[config.mk]
export PLATFORM = sky130hd
export DESIGN_NAME = gsched_top
export DESIGN_NICKNAME = d
export VERILOG_FILES = /design/src/rtl/gsched_pkg.sv /design/src/rtl/gsched_prio_enc.sv /design/src/rtl/gsched_reg_slice.sv /design/src/rtl/gsched_top.sv
export SDC_FILE = /design/constraint.sdc
export NUM_CORES = 1
export LEC_CHECK = 0
export ABC_AREA = 1
export BUFFER_PORTS_ARGS = -buffer_cell sky130_fd_sc_hd__buf_4
export CORE_ASPECT_RATIO = 0.8
export CORE_MARGIN = 10
export CORE_UTILIZATION = 30
export DETAILED_ROUTE_END_ITERATION = 10
export PLACE_DENSITY = 0.81
export RECOVER_POWER = 100
export SYNTH_ARGS = -nofsm -noshare
export SYNTH_HDL_FRONTEND = slang
export SYNTH_SLANG_ARGS = --single-unit
[constraint.sdc]
create_clock -name clk -period 1.4 [get_ports clk]
set_clock_uncertainty 0.2 [all_clocks]
set_input_delay 0.14 -clock clk [delete_from_list [all_inputs] [get_ports clk]]
set_output_delay 0.14 -clock clk [all_outputs]
set_load 0.1 [all_outputs]
[src/rtl/gsched_pkg.sv]
package gsched_pkg;

    localparam int GS_MAX_RULES = 8;

    // Bit offset of the proposal that rule r makes for register j.
    function automatic int prop_base(input int r, input int j, input int m, input int w);
        return (r * m + j) * w;
    endfunction

endpackage

[src/rtl/gsched_prio_enc.sv]
module gsched_prio_enc #(
    parameter int N = 4
) (
    input  logic [N-1:0] req,
    output logic [N-1:0] gnt
);

    // Walk from the highest index down so the lowest enabled index wins.
    always_comb begin
        gnt = '0;
        for (int i = N - 1; i >= 0; i--) begin
            if (req[i]) begin
                gnt    = '0;
                gnt[i] = 1'b1;
            end
        end
    end

endmodule

[src/rtl/gsched_reg_slice.sv]
module gsched_reg_slice #(
    parameter int           N   = 4,
    parameter int           W   = 8,
    parameter logic [N-1:0] COL = '1
) (
    input  logic           clk,
    input  logic           rst_n,
    input  logic [N-1:0]   grant,
    input  logic [N*W-1:0] props,
    output logic           we,
    output logic [W-1:0]   d_val,
    output logic [W-1:0]   q
);

    logic [N-1:0] hit;
    logic [W-1:0] sel_val;

    assign hit = grant & COL;
    assign we  = |hit;

    // AND-OR selection: the grant is one-hot or zero.
    always_comb begin
        sel_val = '0;
        for (int i = 0; i < N; i++) begin
            if (hit[i]) begin
                sel_val = sel_val | props[i*W +: W];
            end
        end
    end

    assign d_val = we ? sel_val : q;

    always_ff @(posedge clk) begin
        if (!rst_n) begin
            q <= '0;
        end else if (we) begin
            q <= sel_val;
        end
    end

endmodule

[src/rtl/gsched_top.sv]
module gsched_top
    import gsched_pkg::*;
#(
    parameter int             N     = 4,
    parameter int             M     = 4,
    parameter int             W     = 8,
    parameter logic [N*M-1:0] WMASK = 16'h9C23
) (
    input  logic             clk,
    input  logic             rst_n,
    input  logic [N-1:0]     rule_cond,
    input  logic [N-1:0]     rule_rdy,
    input  logic [N*M*W-1:0] prop_val,
    output logic [N-1:0]     can_fire,
    output logic [N-1:0]     will_fire,
    output logic [M-1:0]     reg_we,
    output logic [M*W-1:0]   reg_next,
    output logic [M*W-1:0]   reg_q
);

    localparam int PROP_BITS = N * W;

    // Column j of the write mask: which rules write register j.
    function automatic logic [N-1:0] writers_of(input int j);
        logic [N-1:0] col;
        for (int i = 0; i < N; i++) begin
            col[i] = WMASK[i*M + j];
        end
        return col;
    endfunction

    // Full predicate: explicit condition AND implicit readiness.
    assign can_fire = rule_cond & rule_rdy;

    gsched_prio_enc #(.N(N)) u_prio (
        .req (can_fire),
        .gnt (will_fire)
    );

    for (genvar j = 0; j < M; j++) begin : g_reg
        logic [PROP_BITS-1:0] props_j;

        for (genvar i = 0; i < N; i++) begin : g_gather
            assign props_j[i*W +: W] = prop_val[prop_base(i, j, M, W) +: W];
        end

        gsched_reg_slice #(
            .N   (N),
            .W   (W),
            .COL (writers_of(j))
        ) u_slice (
            .clk   (clk),
            .rst_n (rst_n),
            .grant (will_fire),
            .props (props_j),
            .we    (reg_we[j]),
            .d_val (reg_next[j*W +: W]),
            .q     (reg_q[j*W +: W])
        );
    end

endmodule

==> results.sh, run 1 <==
export IMPL_cts_sinks=32
export IMPL_ys_types=23
export IMPL_pin_count=214
export IMPL_routabilityCongestion=0.8160
export IMPL_m1WireLength_mm=3.698
export IMPL_final_cell_mix="buf_4 (131), nand2_1 (53), buf_12 (39), inv_1 (26), dfxtp_2 (20)"
export IMPL_regMostFlops="g.u_slice.q"
export IMPL_cts_tree="built"
export IMPL_route_detailed_vias_per_inst=4.605
export IMPL_hold_path_class="primary input to register"
export IMPL_ir_worst_vdd_uv=636.6
export IMPL_drv_slew=0
export IMPL_ant_nets=0
export IMPL_power_share_switching_pct=46.79
export IMPL_synth_avg_cell_area_um2=6.552
export IMPL_grt_pass1_wl_mm=14.98
export IMPL_drtIter0Drc=69
export IMPL_ys_warn_count=0
export IMPL_antenna_found_initial=0
export IMPL_required_ns=1.06
export IMPL_max_slew_worst_pin_slew_ns=0.5531
export IMPL_yosysSeqAreaShare_pct=37.90
export IMPL_crit_end="reg_next[26]"
export IMPL_p_leak_nw=2.457
export IMPL_port_buffers=141
export IMPL_largest_reg_flops=32
export IMPL_track_usage_pct=20.90
export IMPL_drc=0
export IMPL_gr_total_overflow=0
export IMPL_layout_commonest_cell="buf_4"
export IMPL_setup_violations=36
export IMPL_start_kind="primary input"
export IMPL_powerDensity_nw_per_um2=992.3
export IMPL_arrival_ns=1.37
export IMPL_multi_input_area_um2=1320
export IMPL_critical_path_class="primary input to output port"
export IMPL_min_path_cells=3
export IMPL_fin_crit_sh_pct=122.3
export IMPL_final_net_count=611
export IMPL_die_height_um=87.14
export IMPL_cp_max_fo=6
export IMPL_postCtsHoldBufs=1
export IMPL_timing_final_hold_violations=2
export IMPL_die_width_um=103.9
export IMPL_ys_ff_latch=32
export IMPL_cts_clk_slew_worst_paths_ns=0.07
export IMPL_status="finished with violations"
export IMPL_biggestRegsByFlops="g.u_slice.q x32"
export IMPL_violations="hold timing, setup timing"
export IMPL_combPwrFrac_pct=60.4
export IMPL_syn_nets=396
export IMPL_fmax_mhz=584.2
export IMPL_worstSetupStartpoint="rule_rdy[3]"
export IMPL_post_place_ws_ns=-0.3478
export IMPL_intPower_mw=2.550
export IMPL_first_pass_iters=4
export IMPL_diodes=0
export IMPL_syn2layout_area_growth_pct=185.7
export IMPL_vias=2542
export IMPL_maxUsedRoutingLayer="met4"
export IMPL_hold_ws_ns=-0.05711
export IMPL_setup_ws_ns=-0.3117
export IMPL_die_area_um2=9056
export IMPL_core_area_um2=5465
export IMPL_syn_inst=258
export IMPL_grt_max_degree=19
export IMPL_cts_root_buf="clkbuf_8"
export IMPL_clk_latency_ns=0.28
export IMPL_endpoint_kind="output port"
export IMPL_r2r_cells=9
export IMPL_period_needed_ns=1.712
export IMPL_grt_pass1_vias=2710
export IMPL_max_slew_margin_rel_pct=63.28
export IMPL_placed_area_um2=3665
export IMPL_dr_wl_met3_um=779
export IMPL_rrSetupSlack_ns=-0.20
export IMPL_rsz0062_at_grt="yes"
export IMPL_seqCellArea_um2=665.6
export IMPL_cts_buffer_depth=2
export IMPL_drv_cap=0
export IMPL_dpl_hpwl_mm=6.194
export IMPL_synth_area_um2=1690
export IMPL_switchingPower_mw=2.242
export IMPL_clkPwrFrac_pct=18.5
export IMPL_numCtsBuffers=5
export IMPL_start_util_pct=30.93
export IMPL_wl_met2_mm=5.990
export IMPL_h_tree_depth=2
export IMPL_r2r_start="g_reg[2].u_slice.q[7]"
export IMPL_stdcell_area_um2=4830
export IMPL_n_fill_cell=255
export IMPL_p_seq_share_pct=21.1
export IMPL_drive_above_1_share_pct=73.42
export IMPL_wl_per_cell_um=19.53
export IMPL_wl_mm=10.78
export IMPL_num_rows=24
export IMPL_r2r_end="g_reg[2].u_slice.q[7]"
Yosys cell counts:
cell type  number  area, µm²
buf_4           7      52.55
o21ai_0         7      35.03
dfxtp_1        32      640.6
inv_2           1      3.750
nand2_4         4      45.04
nor2_4          3      33.78
nand2_2         2      12.51
buf_1           1      3.750
clkbuf_1        1      3.750
buf_6           2      22.52
nor2_2          1      6.260
inv_4           1      6.260
buf_2           2      10.01
o21ai_2         1      8.760
nand3_4         1      17.52
inv_1          43      161.4
or2_2           7      43.79
or2_1           1      6.260
nand3_1        32      160.2
nand2_1        75      281.5
nor2_1         32      120.1
nand4_1         1      6.260
inv_6           1      8.760
how the worst min path moves through the flow:
stage	start	endpoint	slack, ns
3_5_place_dp	prop_val[84]	g_reg[2].u_slice.q[4]	0.19
5_1_grt	prop_val[85]	g_reg[2].u_slice.q[5]	-0.05
2_1_floorplan	prop_val[80]	g_reg[2].u_slice.q[0]	0.08
6_report	prop_val[85]	g_reg[2].u_slice.q[5]	-0.06
4_1_cts	prop_val[85]	g_reg[2].u_slice.q[5]	-0.09
3_3_place_gp	prop_val[85]	g_reg[2].u_slice.q[5]	0.18
power groups by stage:
stage               clock, mW  sequential [mW]  combinational, mW
floorplan                   0             1.43               1.31
global placement            0             1.02               2.30
detailed placement          0             1.02               2.32
CTS                     0.903             1.00               2.72
global route            0.958             1.01               2.99
finish                  0.887             1.01               2.90
kinds of logic (layout without fill, tap and decap cells):
kind of cell / after synthesis / count (layout) / share of synthesized area, %
simple gates: 159 / 159 / 43.38
buf+inv: 59 / 275 / 16.14
flops: 32 / 32 / 37.90
compound gates: 8 / 8 / 2.591
layer usage:
layer | vias to the layer above | GRT usage (%)
met5 | - | 0
met4 | 0 | 9.962
met3 | 21 | 6.731
met2 | 112 | 39.77
met1 | 1210 | 20.40
li1 | 1199 | -
per-stage QoR:
stage	util, %	instances	power (mW)	setup TNS (ns)
2_1_floorplan	-	258	2.738	-23.37
3_3_place_gp	67.06	497	3.316	-10.09
3_5_place_dp	67.06	497	3.337	-10.94
4_1_cts	82.76	531	4.627	-4.475
5_1_grt	88.37	552	4.959	-9.409
6_report	88.37	552	4.792	-7.267
repair_timing:
| action | 4_1_cts | 5_1_grt |
|---|---|---|
| endpoints found under the setup margin | 36 | 38 |
| cloned | 1 | 1 |
| pin swaps | 25 | 20 |
| endpoints found under the hold margin | 17 | 3 |
| resized for setup | 133 | 54 |
| setup buffers | 25 | 26 |
worst max-delay path, stage by stage:
cell and delay, ns:
buf_8 0.08, nand2_8 0.08, inv_16 0.05, nand4_1 0.23
nand2_8 0.17, buf_4 0.14, nor2_4 0.03, nor2_4 0.12
clkinvlp_4 0.14, buf_12 0.18
layout make-up:
| class | count | area share (%) |
|---|---|---|
| Timing Repair Buffer | 221 | 48.03 |
| Clock inverter | 2 | 0.7254 |
| Inverter | 46 | 6.606 |
| Tap cell | 78 | 2.021 |
| Sequential cell | 32 | 13.78 |
| Clock buffer | 6 | 1.503 |
| Multi-Input combinational cell | 167 | 27.33 |
No activity file was read; power rests on OpenSTA's default activity.
==> inputs of run 2 (changes only) <==
--- a/config.mk
+++ b/config.mk
@@ -5,14 +5,16 @@
 export SDC_FILE = /design/constraint.sdc
 export NUM_CORES = 1
 export LEC_CHECK = 0
-export ABC_AREA = 1
+export ABC_AREA = 0
 export BUFFER_PORTS_ARGS = -buffer_cell sky130_fd_sc_hd__buf_4
 export CORE_ASPECT_RATIO = 0.8
 export CORE_MARGIN = 10
 export CORE_UTILIZATION = 30
 export DETAILED_ROUTE_END_ITERATION = 10
-export PLACE_DENSITY = 0.81
+export GPL_TIMING_DRIVEN = 0
+export PLACE_DENSITY = 0.79
 export RECOVER_POWER = 100
+export REMOVE_ABC_BUFFERS = 1
 export SYNTH_ARGS = -nofsm -noshare
 export SYNTH_HDL_FRONTEND = slang
 export SYNTH_SLANG_ARGS = --single-unit
==> results.sh, run 2 <==
export IMPL_status="finished with violations"
export IMPL_violations="hold timing, setup timing"
export IMPL_routabilityCongestion=0.7909
export IMPL_p_seq_share_pct=23.3
export IMPL_cts_clk_slew_worst_paths_ns=0.06
export IMPL_max_slew_margin_rel_pct=58.62
export IMPL_arrival_ns=1.23
export IMPL_powerDensity_nw_per_um2=1074
export IMPL_vias=2492
export IMPL_synth_area_um2=1824
export IMPL_grt_pass1_wl_mm=14.82
export IMPL_hold_path_class="primary input to register"
export IMPL_ys_flop_type="dfxtp_1"
export IMPL_biggestRegsByFlops="g.u_slice.q x32"
export IMPL_crit_chain="buf_12 > a22oi_4 > buf_12 > buf_12 > inv_12 > o21ai_2 > nand2_2 > buf_12"
export IMPL_cts_buffer_depth=2
export IMPL_wl_per_cell_um=21.29
export IMPL_combPwrFrac_pct=59.2
export IMPL_synth_top_area_cell="dfxtp_1"
export IMPL_period_needed_ns=1.571
export IMPL_cts_root_buf="clkbuf_8"
export IMPL_yosysSeqAreaShare_pct=35.12
export IMPL_ys_top_cells_by_area="dfxtp_1 (35%), nand3_1 (6.6%), a211oi_1 (5.8%), nor4_2 (5.5%), a21oi_1 (4.4%)"
export IMPL_first_pass_iters=5
export IMPL_synth_edf_count=0
export IMPL_synth_top_cell_area_share_pct=35.12
export IMPL_rsz0062_at_grt="yes"
export IMPL_drive_above_1_share_pct=69.37
export IMPL_drv_cap=0
export IMPL_syn_inst=216
export IMPL_power_share_switching_pct=50.23
export IMPL_start_util_pct=30.86
export IMPL_switchingPower_mw=2.211
export IMPL_ys_types=30
export IMPL_hold_ws_ns=-0.04436
export IMPL_port_buffers=141
export IMPL_ant_nets=0
export IMPL_async_flop_share_pct=0
export IMPL_ys_ff_latch=32
export IMPL_endpoint_kind="output port"
export IMPL_pin_count=214
export IMPL_fin_crit_sh_pct=112.2
export IMPL_p_leak_nw=1.824
export IMPL_drv_slew=0
export IMPL_ys_warn_count=0
export IMPL_synth_most_common_cell="dfxtp_1"
export IMPL_final_cell_mix="buf_4 (88), buf_12 (26), clkbuf_4 (26), dfxtp_1 (20), buf_6 (18)"
export IMPL_power_total_mw=4.401
export IMPL_timing_final_hold_violations=9
export IMPL_crit_path_max_incr_delay_ns=0.21
export IMPL_die_width_um=107.2
export IMPL_wl_mm=9.855
export IMPL_clk_latency_ns=0.28
export IMPL_cp_max_fo=5
export IMPL_crit_top_cell="buf_12"
export IMPL_cpMaxStageDelayCell="a22oi_4"
export IMPL_synth_avg_cell_area_um2=8.446
export IMPL_core_area_um2=5912
export IMPL_critical_path_class="primary input to output port"
export IMPL_fmax_mhz=636.6
export IMPL_critPathBufInv=5
export IMPL_max_slew_worst_pin_slew_ns=0.6194
export IMPL_grt_max_degree=33
export IMPL_antenna_found_initial=0
export IMPL_layout_commonest_cell="buf_4"
export IMPL_largest_reg_flops=32
export IMPL_fin_util_pct=69.33
export IMPL_start_kind="primary input"
export IMPL_critPathTopFamily="buffers and inverters"
export IMPL_clkPwrFrac_pct=17.5
export IMPL_drc=0
export IMPL_h_tree_depth=2
export IMPL_ir_worst_vdd_uv=853.1
export IMPL_dpl_hpwl_mm=5.693
export IMPL_ys_top_cells_by_count="dfxtp_1 (32), nand3_1 (24), nor2_1 (19)"
export IMPL_setup_ws_ns=-0.1707
export IMPL_gr_total_overflow=0
export IMPL_cts_sinks=32
export IMPL_grt_pass1_vias=2797
export IMPL_drtIter0Drc=106
export IMPL_die_area_um2=9619
export IMPL_cts_tree="built"
export IMPL_die_height_um=89.75
export IMPL_numCtsBuffers=5
export IMPL_intPower_mw=2.191
export IMPL_regMostFlops="g.u_slice.q"
export IMPL_postCtsHoldBufs=13
export IMPL_num_rows=25
export IMPL_diodes=0
export IMPL_final_net_count=520
export IMPL_track_usage_pct=18.83
export IMPL_syn2layout_area_growth_pct=124.7
export IMPL_required_ns=1.06
export IMPL_route_detailed_vias_per_inst=5.382
export IMPL_setup_violations=37
==> run 2: worst paths after layout <==
path                    startpoint               endpoint  slack, ns  depth (start not counted)
min                   prop_val[86]  g_reg[2].u_slice.q[6]      -0.04                          3
max reg2reg  g_reg[1].u_slice.q[4]  g_reg[1].u_slice.q[4]       0.33                          3
max                    rule_rdy[1]           reg_next[20]      -0.17                          8
min reg2reg  g_reg[2].u_slice.q[6]  g_reg[2].u_slice.q[6]       0.29                          2
==> run 2: logic make-up after synthesis <==
logic type | share of synthesized area (%)
and+or+nand+nor | 27.09
DFF | 35.12
buffers and inverters | 9.533
muxes | 4.390
AOI/OAI and AO/OA | 23.87
==> run 2: repair_timing <==
item	in CTS	in global routing
endpoints found under the hold margin	29	7
buffers inserted	18	3
pin swaps	24	11
setup endpoints to repair	59	43
gates resized for setup	157	40
gates cloned	5	0
==> run 2: cell type report <==
cell class	instances	area, µm²
Tap cell	81	101.3
Clock buffer	7	96.34
Timing Repair Buffer	176	1762
Inverter	6	66.31
Sequential cell	32	655.6
Fill cell	431	1813
Timing Repair inverter	2	27.53
Multi-Input combinational cell	159	1390
==> run 2: metal layers <==
layer	wire length (µm)	global-route usage (%)	vias up
met5	0	0	-
met4	262	6.869	0
met3	1036	8.131	21
met2	4968	32.32	120
met1	3587	19.86	1198
li1	-	-	1153
==> run 2: per-stage QoR <==
stage / worst slack (ns) / instance area, µm² / setup TNS [ns] / instances
6_report: -0.1707 / 4099 / -3.795 / 463
3_5_place_dp: -1.114 / 2839 / -43.57 / 417
5_1_grt: -0.2169 / 4099 / -5.505 / 463
3_3_place_gp: -1.050 / 2839 / -42.13 / 417
4_1_cts: -0.1234 / 3916 / -3.052 / 460
2_1_floorplan: -2.320 / 1679 / -77.92 / 195
==> run 2: worst min-delay path, delay by kind of cell <==
family                 cells  cell delay [ns]
AO/OA/AOI/OAI              1             0.07
AND/OR/NAND/NOR            1             0.08
buffers and inverters      1             0.11
==> run 2: power by group through the flow <==
stage	logic (mW)	registers [mW]	clock network (mW)
6_report	2.60	1.02	0.772
5_1_grt	2.68	1.03	0.838
4_1_cts	2.50	1.02	0.800
3_5_place_dp	2.09	1.02	0
3_3_place_gp	2.08	1.02	0
2_1_floorplan	1.13	1.46	0
